--- config.mk ---
export PLATFORM = sky130hd
export DESIGN_NAME = irq_cause_ctrl
export DESIGN_NICKNAME = d
export VERILOG_FILES = /design/src/rtl/irq_cause_pkg.sv /design/src/rtl/irq_cause_decode.sv /design/src/rtl/irq_cause_bank.sv /design/src/rtl/irq_cause_mask.sv /design/src/rtl/irq_cause_ctrl.sv
export SDC_FILE = /design/constraint.sdc
export NUM_CORES = 1
export LEC_CHECK = 0
export ABC_CLOCK_PERIOD_IN_PS = 2200
export BUFFER_PORTS_ARGS = -buffer_cell sky130_fd_sc_hd__buf_2
export CAP_MARGIN = 25
export CORE_MARGIN = 3
export CORE_UTILIZATION = 35
export DETAILED_ROUTE_END_ITERATION = 6
export PLACE_DENSITY = 0.71
export SETUP_SLACK_MARGIN = 0.1
export SLEW_MARGIN = 20
export SYNTH_ARGS = -nofsm -noshare
export SYNTH_HDL_FRONTEND = slang
export SYNTH_SLANG_ARGS = --single-unit
export TNS_END_PERCENT = 30
--- constraint.sdc ---
create_clock -name clk_i -period 2.2 [get_ports clk_i]
set_input_delay 0.44 -clock clk_i [delete_from_list [all_inputs] [get_ports clk_i]]
set_output_delay 0.44 -clock clk_i [all_outputs]
set_load 0.02 [all_outputs]
--- src/rtl/irq_cause_pkg.sv ---
package irq_cause_pkg;
  localparam int unsigned DATA_W = 32;

  // One strobe per register action, decoded from a single bus cycle
  typedef struct packed {
    logic cause_rd;
    logic cause_set;
    logic mask_set;
    logic mask_rd;
    logic mask_clr;
  } acc_t;
endpackage

--- src/rtl/irq_cause_decode.sv ---
module irq_cause_decode
  import irq_cause_pkg::*;
#(
  parameter int unsigned ADDR_W    = 16,
  parameter int unsigned OFS_CAUSE = 'hC0,
  parameter int unsigned OFS_CSET  = 'hC8,
  parameter int unsigned OFS_MSET  = 'hD0,
  parameter int unsigned OFS_MCLR  = 'hD8
) (
  input  logic              req_i,
  input  logic              we_i,
  input  logic [ADDR_W-1:0] addr_i,
  output acc_t              acc_o
);
  localparam logic [ADDR_W-1:0] A_CAUSE = ADDR_W'(OFS_CAUSE);
  localparam logic [ADDR_W-1:0] A_CSET  = ADDR_W'(OFS_CSET);
  localparam logic [ADDR_W-1:0] A_MSET  = ADDR_W'(OFS_MSET);
  localparam logic [ADDR_W-1:0] A_MCLR  = ADDR_W'(OFS_MCLR);

  logic rd, wr;
  assign rd = req_i & ~we_i;
  assign wr = req_i & we_i;

  always_comb begin
    acc_o           = '0;
    acc_o.cause_rd  = rd && (addr_i == A_CAUSE);
    acc_o.mask_rd   = rd && (addr_i == A_MSET);
    acc_o.cause_set = wr && (addr_i == A_CSET);
    acc_o.mask_set  = wr && (addr_i == A_MSET);
    acc_o.mask_clr  = wr && (addr_i == A_MCLR);
  end
endmodule

--- src/rtl/irq_cause_bank.sv ---
module irq_cause_bank #(
  parameter int unsigned         DATA_W     = 32,
  parameter logic [DATA_W-1:0]   VALID_MASK = '1
) (
  input  logic              clk_i,
  input  logic              rst_ni,
  input  logic              clr_i,
  input  logic [DATA_W-1:0] evt_i,
  input  logic              set_i,
  input  logic [DATA_W-1:0] set_bits_i,
  output logic [DATA_W-1:0] cause_o
);
  logic [DATA_W-1:0] cause_q, cause_d;

  // Clear applies to the old value only; same-cycle arrivals survive
  always_comb begin
    cause_d = clr_i ? '0 : cause_q;
    cause_d = cause_d | evt_i;
    if (set_i) cause_d = cause_d | set_bits_i;
    cause_d = cause_d & VALID_MASK;
  end

  always_ff @(posedge clk_i or negedge rst_ni) begin
    if (!rst_ni) cause_q <= '0;
    else         cause_q <= cause_d;
  end

  assign cause_o = cause_q;
endmodule

--- src/rtl/irq_cause_mask.sv ---
module irq_cause_mask #(
  parameter int unsigned         DATA_W     = 32,
  parameter logic [DATA_W-1:0]   VALID_MASK = '1
) (
  input  logic              clk_i,
  input  logic              rst_ni,
  input  logic              set_i,
  input  logic              clr_i,
  input  logic [DATA_W-1:0] bits_i,
  output logic [DATA_W-1:0] mask_o
);
  logic [DATA_W-1:0] mask_q, mask_d;

  always_comb begin
    mask_d = mask_q;
    if (set_i) mask_d = mask_d | bits_i;
    if (clr_i) mask_d = mask_d & ~bits_i;
    mask_d = mask_d & VALID_MASK;
  end

  always_ff @(posedge clk_i or negedge rst_ni) begin
    if (!rst_ni) mask_q <= '0;
    else         mask_q <= mask_d;
  end

  assign mask_o = mask_q;
endmodule

--- src/rtl/irq_cause_ctrl.sv ---
module irq_cause_ctrl
  import irq_cause_pkg::*;
#(
  parameter int unsigned       ADDR_W     = 16,
  parameter int unsigned       OFS_CAUSE  = 'hC0,
  parameter int unsigned       OFS_CSET   = 'hC8,
  parameter int unsigned       OFS_MSET   = 'hD0,
  parameter int unsigned       OFS_MCLR   = 'hD8,
  parameter logic [DATA_W-1:0] VALID_MASK = 32'h0001_F6DF
) (
  input  logic              clk_i,
  input  logic              rst_ni,
  input  logic              req_i,
  input  logic              we_i,
  input  logic [ADDR_W-1:0] addr_i,
  input  logic [DATA_W-1:0] wdata_i,
  output logic [DATA_W-1:0] rdata_o,
  input  logic [DATA_W-1:0] evt_i,
  output logic              irq_o
);
  acc_t              acc;
  logic [DATA_W-1:0] cause_q, mask_q, wbits, ebits;
  logic [DATA_W-1:0] rdata_q, rdata_d;

  assign wbits = wdata_i & VALID_MASK;
  assign ebits = evt_i & VALID_MASK;

  irq_cause_decode #(
    .ADDR_W(ADDR_W), .OFS_CAUSE(OFS_CAUSE), .OFS_CSET(OFS_CSET),
    .OFS_MSET(OFS_MSET), .OFS_MCLR(OFS_MCLR)
  ) u_dec (
    .req_i (req_i),
    .we_i  (we_i),
    .addr_i(addr_i),
    .acc_o (acc)
  );

  irq_cause_bank #(.DATA_W(DATA_W), .VALID_MASK(VALID_MASK)) u_cause (
    .clk_i     (clk_i),
    .rst_ni    (rst_ni),
    .clr_i     (acc.cause_rd),
    .evt_i     (ebits),
    .set_i     (acc.cause_set),
    .set_bits_i(wbits),
    .cause_o   (cause_q)
  );

  irq_cause_mask #(.DATA_W(DATA_W), .VALID_MASK(VALID_MASK)) u_mask (
    .clk_i (clk_i),
    .rst_ni(rst_ni),
    .set_i (acc.mask_set),
    .clr_i (acc.mask_clr),
    .bits_i(wbits),
    .mask_o(mask_q)
  );

  always_comb begin
    rdata_d = '0;
    if (acc.cause_rd)     rdata_d = cause_q;
    else if (acc.mask_rd) rdata_d = mask_q;
  end

  always_ff @(posedge clk_i or negedge rst_ni) begin
    if (!rst_ni) rdata_q <= '0;
    else         rdata_q <= rdata_d;
  end

  assign rdata_o = rdata_q;
  assign irq_o   = |(cause_q & mask_q);
endmodule

# Word-level counts from Yosys, hierarchy flattened
# Cells that the tools add are included.
dict set report classes {
  n_reduce_logical 6
  eq_ne 4
  mux 6
  bitwise 9
}
# cell n
set op_table {}
lappend op_table {{$mux W17} 5}
lappend op_table {{$eq A16 B8 Y1 const B} 4}
lappend op_table {{$or A17 B17 Y17} 3}
lappend op_table {{$and A17 B17 Y17} 2}
lappend op_table {{$mux W32} 1}
lappend op_table {{$reduce_or A32 Y1} 1}
lappend op_table {{$not A17 Y17} 1}
lappend op_table {{$logic_and A1 B1 Y1} 5}
lappend op_table {{$and A1 B1 Y1} 2}
lappend op_table {{$not A1 Y1} 1}
dict set report word_totals {
  ff_bits 60
  output_inout_bits 33
  word_cells 28
  inputBits 84
}

# Longest topological paths before layout
# Gate-level depths: netlist of run 1.
dict set report depth {
  ltp_word 7
  mapped_depth 7
  depth_no_buf 4
}

# Cells and area by module
# From an unflattened synthesis of run 1, not the netlist that was laid out.
dict set report unflattened {
  hier_cells 224
  hier_area_um2 2705.1
}
# mod instances seq_area_each_um2 area_each_um2 cells_each
set modules_own_cells {}
lappend modules_own_cells {irq_cause_ctrl 1 800.8 1283.7 96}
lappend modules_own_cells {irq_cause_bank 1 350.3 659.4 50}
lappend modules_own_cells {irq_cause_mask 1 350.3 645.6 63}
lappend modules_own_cells {irq_cause_decode 1 0.0 116.4 15}

# Worst setup path after synthesis of run 1
# No wires, ideal clock.
dict set report synth_timing {
  path_type {input -> register}
  start {input addr_i[13]}
  end {register u_cause.cause_q[10] (netlist: u_cause.cause_o[10])}
  slack_ps -223
  setup_ps 126
  path_stages 6
  t_arrival_ps 2297
  path_buffers 2
  t_required_ps 2074
  cell_sequence {or4_4 or4b_1 or2_1 buf_6 buf_8 a221o_1}
}
dict set report synth_between {
  elab_chain_cells 6
  word_cells_on_any_way 8
  cone_classes {eq/ne (2); mux (2); bitwise (2); reduce/logical (2)}
}
# element line_no
set synth_rtl {}
lappend synth_rtl {{start: declaration} irq_cause_ctrl.sv:15} ;# input logic [ADDR_W-1:0] addr_i,
lappend synth_rtl {{$eq A16 B8 Y1} irq_cause_decode.sv:26} ;# acc_o.cause_rd = rd && (addr_i == A_CAUSE);
lappend synth_rtl {{$logic_and A1 B1 Y1} irq_cause_decode.sv:26}
lappend synth_rtl {{$mux W17} irq_cause_bank.sv:17} ;# cause_d = clr_i ? '0 : cause_q;
lappend synth_rtl {{$or A17 B17 Y17} irq_cause_bank.sv:18} ;# cause_d = cause_d | evt_i;
lappend synth_rtl {{$or A17 B17 Y17} irq_cause_bank.sv:19} ;# if (set_i) cause_d = cause_d | set_bits_i;
lappend synth_rtl {{$mux W17 *} irq_cause_bank.sv:19}
lappend synth_rtl {{net u_cause.cause_d[10]} irq_cause_bank.sv:13} ;# logic [DATA_W-1:0] cause_q, cause_d;
lappend synth_rtl {{end signal: assignment} irq_cause_bank.sv:25} ;# else cause_q <= cause_d;
lappend synth_rtl {{end: declaration} irq_cause_bank.sv:13}
# The timed path passes the listed nets; every way through them passes the cells marked *.

# Final worst setup path of run 1
dict set report layout_timing {
  start {input addr_i[14]}
  end {register u_cause.cause_q[15] (netlist: u_cause.cause_o[15])}
}
# Same word-level chain as after synthesis.

==> results of run 1 <==
-- cell usage in the layout, fill, tap and decap left out, types with 3 or more instances in the layout --
cell type  count
dfrtp_1       42
a22o_1        15
a221o_1       10
buf_4         11
mux2i_1       14
a221o_2        4
a22oi_1        4
buf_6          3
buf_2         61
nand3_1       14
inv_1         14
clkbuf_8       6
nand2_1        3
nor2_1         3
conb_1        18
-- critical path, stage by stage --
cell and delay [ns]:
buf_6 0.09, or4_4 0.52, or4b_4 0.53, or2_4 0.26, buf_6 0.14, a221o_2 0.34
-- layout make-up --
type / count / area (um2)
clock buffer: 7 / 86.3
clock inverter: 1 / 5.00
fill: 511 / 2790
inverter: 14 / 52.6
multi-input combinational: 101 / 754
sequential: 42 / 1050
tap: 70 / 87.6
timing repair buffer: 76 / 442
-- per-layer routing --
| metal | wire length (um) | track usage, % |
|---|---|---|
| met5 | 0 | 0 |
| met4 | 37 | 5.07 |
| met3 | 267 | 2.77 |
| met2 | 2190 | 21.8 |
| met1 | 1830 | 16.7 |
-- synth_stat cells --
master,number
a221oi_1,2
or4_4,2
nand3b_1,1
inv_1,14
or2_1,1
buf_2,1
conb_1,1
nor2_1,3
or4b_2,1
nand4b_1,1
nor4b_1,1
dfrtp_1,42
a221o_2,4
buf_4,18
a22oi_1,4
nand2_1,3
or4b_1,1
buf_8,1
buf_6,1
nor4_1,3
a22o_1,15
nand4_1,1
nand3_1,14
mux2i_1,14
and3_1,1
and2_1,1
a221o_1,10
clkbuf_1,7
-- timing repair --
item,CTS,global route
endpoints found under the setup margin,14,15
resized for setup,5,0
pin swaps,7,0
-- per-stage QoR --
step                power, uW  worst slack, ns  area [um2]  util, %
floorplan                 849           -0.186        2030        -
global placement          899           -0.343        2370     44.9
detailed placement        900           -0.379        2370     44.9
CTS                      1400           0.0601        2480     47.0
global route             1450           0.0404        2480     47.0
finish                   1380           0.0476        2480     47.0
-- where the power goes --
group	switching [uW]	internal (uW)
Clock	245	253
Sequential	0.0394	771
Combinational	71.4	42.4
-- logic make-up after synthesis --
logic type	count (synthesis)	synth area share, %
DFF	42	53.4
buffers and inverters	42	12.5
AOI/OAI and AO/OA	35	16.5
and+or+nand+nor	34	10.4
muxes	14	7.12
other	1	0.191
-- path summary, 6_finish.rpt --
| check | start | endpoint | slack, ns | cells past startpoint |
|---|---|---|---|---|
| min | rst_ni | u_cause.cause_o[0] | 0.12 | 1 |
| max reg2reg | u_cause.cause_o[16] | u_cause.cause_o[16] | 1.30 | 1 |
| max in group asynchronous | rst_ni | u_cause.cause_o[4] | 1.60 | 2 |
| max | addr_i[14] | u_cause.cause_o[15] | 0.05 | 6 |
| min reg2reg | register | rdata_o[14] | 0.52 | 1 |
| min in group clk_i | evt_i[0] | u_cause.cause_o[0] | 0.34 | 2 |
==> metrics.txt, run 1 <==
Final Non-Filler Cells=between 300 and 400; # IOs=between 100 and 150; vias in the first global route=1,415; Min Clock Period, post-route=between 2 and 2.5 ns; gr usage total=a little over an eighth; total CTS buffers=5; DP Cell Count=~300; grt ovf=0; hold_ws=0.116 ns; cell taking the most area after synthesis=dfrtp_1; row count=26; TritonCTS clock tree=yes; Peak supply drop=approximately 0.28 mV; kind of critical path=input port to register; worst path arrival time=roughly 2.3 ns; Tightest Pin Transition=between 0.5 and 0.6 ns; cts hold-fix bufs=0; largest net degree at the start of global routing=23; Pwr Density=between 500 and 600 nW/um2; Vert. Die Dim=approximately 80 um; Leak=between 0.001 and 0.0015 uW; endpoints failing setup=0; top cell type's share of synthesized area=between 50% and 60%; layout cells sized above 1=~39%; Slew HR=65.7%; clk_lat worst skew=0.29 ns; Sink Count=42; crit path max fanout=8; drt initial violations=slightly above 80; Post-Route Setup TNS=0 ns; DRT Pass-1 Iters=4; Worst Setup Start Kind=input port; Mapped Cells=roughly 170; Via density=a little under 5; Synth Warn #=0; Req. time, crit path=2.37 ns; die area=6560 um2; first-pass GRT wire length=~6600 um; CTS HTree Levels=2; final period utilization=a little over nine tenths; synthesis-stage register bit count=between 40 and 50; dpl hpwl=3350 um; Antenna Cells=0; I/O Buffers=62; Die X=around 81 um; FMAX=0.465 GHz; initial core utilization=between 30% and 40%; Worst Hold Class=input port to async pin; Routed WL=~4300 um; Final nets=between 300 and 400; Avg Synthesized Cell Area=approximately 12 um2; run status=finished clean; Max Root-Sink Buffers=2; max cap viols=0; Residual DRC=0; WL per Instance=approximately 14 um; core area=5270 um2; Syn Std Cell Area=around 2000 um2; max-slew violations=0; Clock transition at path regs=around 0.08 ns; clk root buf=clkbuf_8; CP endpoint kind=register; largest cells by area after synthesis=dfrtp_1, mux2i_1, buf_4, a22o_1, a221o_1; Final Hold Fails=0; Vias=~1,500; post-CTS setup buffer count=0; post-synthesis sequential area ratio=53.4%; unique cell type count in the Yosys netlist=28; initial antenna violation count=0; GP Congestion=around 0.8; Area Growth Syn to Fin=25.9%; clock skew=slightly above 0.002 ns; RSZ-0062 raised after global routing=yes; antenna-violating nets left=0
Power figures use the tool's default switching activity.
==> run 2: changes to the inputs <==
ABC_AREA = 1   (was not set)
PLACE_DENSITY = 0.69   (was 0.71)
==> metrics.txt, run 2 <==
post-CTS setup buffer count=0 (unchanged); antenna-violating nets left=0 (unchanged); Post-synth EDFFs=0 (unchanged); FF+latch area=1050 um2 (unchanged); Leak=0.00150 uW (+17%); Synth Flop Type=dfrtp_1; Post-synth top cells=nand2_1, dfrtp_1, inv_1; Simple-Gate Fraction of Synth Area=33.2% (+23 points); max-slew violations=0 (unchanged); Post-Synth Adder-Cell Area=0% (unchanged); GP Congestion=0.779 (-2.6%); Clock transition at path regs=0.08 ns (about the same); Worst Setup Start Kind=register; layout filler cell count=615 (+20%); Sink Count=42 (unchanged); Avg Synthesized Cell Area=8.11 um2 (-31%); core area=6030 um2 (+14%); grt ovf=0 (unchanged); Pwr Density=530 nW/um2 (-5.1%); DRT Pass-1 Iters=4 (unchanged); most frequent cells in the layout=buf_2, nand2_1, dfrtp_1; Final nets=423 (+31%); CTS resizes=0 (-5); Max Root-Sink Buffers=2 (unchanged); gr usage total=15.5% (+2.4 points); cell taking the most area after synthesis=dfrtp_1; WL per Instance=12.8 um (-7.6%); hold_ws=0.102 ns (-0.0140 ns); Post-Route Setup TNS=0 ns (unchanged); top cell type's share of synthesized area=47.3% (-6.1 points); I/O Buffers=62 (unchanged); initial core utilization=36.9% (-0.49 points); commonest non-fill, non-tap cell in the layout=buf_2; Min Clock Period, post-route=1.87 ns (-0.278 ns); main combinational cell family by area after synthesis=simple AND/OR/NAND/NOR gates; total CTS buffers=5 (unchanged); worst path arrival time=1.43 ns (-0.89 ns); RSZ-0062 raised after global routing=no; crit path max fanout=3 (-5); area of the multi-input gates=900 um2 (+19%); clk root buf=clkbuf_8; Synth Warn #=0 (unchanged); max cap viols=0 (unchanged); FMAX=0.533 GHz (+15%); Final Non-Filler Cells=415 (+33%); clk_lat worst skew=0.29 ns (about the same); CP endpoint kind=primary output; post-synthesis sequential area ratio=47.3% (-6.1 points); largest net degree at the start of global routing=43 (+87%); post-synthesis compound-gate area fraction=4.28% (-12 points); largest cells by area after synthesis=dfrtp_1, nand2_1, nand4_1, buf_4, inv_1; Via density=4.72 (-4.0%); Area Growth Syn to Fin=19.7%; layout cells sized above 1=25.6% (-13 points); dpl hpwl=3740 um (+12%); first-pass GRT wire length=8930 um (+36%); Post-Synth XOR/XNOR Area=0% (unchanged); Peak supply drop=0.293 mV (+5.2%); Mapped Cells=274 (+63%); vias in the first global route=1,909 (+35%); synthesis-stage register bit count=42 (unchanged); top-count cell post-synth=nand2_1; final period utilization=85.2% (-13 points); total power=1410 uW (+1.7%); initial antenna violation count=0 (unchanged); Routed WL=5330 um (+23%); Die X=85.7 um (+5.8%); Residual DRC=0 (unchanged); die area=7340 um2 (+12%); # IOs=117 (unchanged); drt initial violations=101 (+23%); Syn Std Cell Area=2220 um2 (+13%); run status=finished clean; fraction of registers with async set/reset=100% (unchanged); Final Hold Fails=0 (unchanged); TritonCTS clock tree=yes; Antenna Cells=0 (unchanged); CTS HTree Levels=2 (unchanged); Vias=1,958 (+28%); kind of critical path=register to primary output; unique cell type count in the Yosys netlist=19 (-32%); cts hold-fix bufs=0 (unchanged); Req. time, crit path=1.76 ns (-0.61 ns); Vert. Die Dim=85.7 um (+5.8%); clock skew=0.00360 ns (+0.00152 ns); endpoints failing setup=0 (unchanged); DP Cell Count=407 (+34%); mux contribution to synthesized area=0% (-7.1 points); Worst Hold Class=input port to async pin; row count=28 (+7.7%)
## run 2: worst paths after layout
| kind | from | depth (start not counted) | to | slack [ns] |
|---|---|---|---|---|
| min | rst_ni | 2 | rdata_o[16] | 0.10 |
| min in group clk_i | evt_i[10] | 2 | u_cause.cause_o[10] | 0.34 |
| max reg2reg | register | 2 | rdata_o[15] | 1.52 |
| min reg2reg | u_cause.cause_o[4] | 2 | rdata_o[4] | 0.51 |
| max | register | 5 | irq_o | 0.33 |
| max in group asynchronous | rst_ni | 2 | rdata_o[1] | 1.88 |
## run 2: cells by family after synthesis
family | after synthesis
and+or+nand+nor | 150
buffers and inverters | 64
DFF | 42
AOI/OAI and AO/OA | 17
other | 1
## run 2: critical path, stage by stage, from the launching register on
cell and delay (ns):
dfrtp_1 0.41, nand2_1 0.08, nand3_1 0.08, a211oi_1 0.26, nand3_1 0.13, buf_2 0.18
## run 2: per-stage QoR
stage	cell area, um2	util [%]	worst slack [ns]
2_1_floorplan	2280	-	0.731
3_3_place_gp	2570	42.6	0.450
3_5_place_dp	2570	42.6	0.420
4_1_cts	2660	44.1	0.322
5_1_grt	2660	44.1	0.228
6_report	2660	44.1	0.326
## run 2: power by group
part / switching (uW) / internal [uW]
sequential: 0.0403 / 771
combinational: 79.5 / 44.3
clock: 259 / 253
## run 2: final cells by class
cell class,instances,area share [%]
Tap cell,75,3.53
Multi-Input combinational cell,185,33.9
Timing Repair Buffer,72,15.0
Inverter,33,4.66
Clock inverter,1,0.188
Sequential cell,42,39.5
Clock buffer,7,3.25
## run 2: layer usage
layer / up-vias / track usage (%) / share of wire, %
li1: 991 / - / -
met1: 885 / 20.0 / 43
met2: 77 / 25.1 / 47
met3: 5 / 4.03 / 8.6
met4: 0 / 5.18 / 1.5
met5: - / 0 / 0
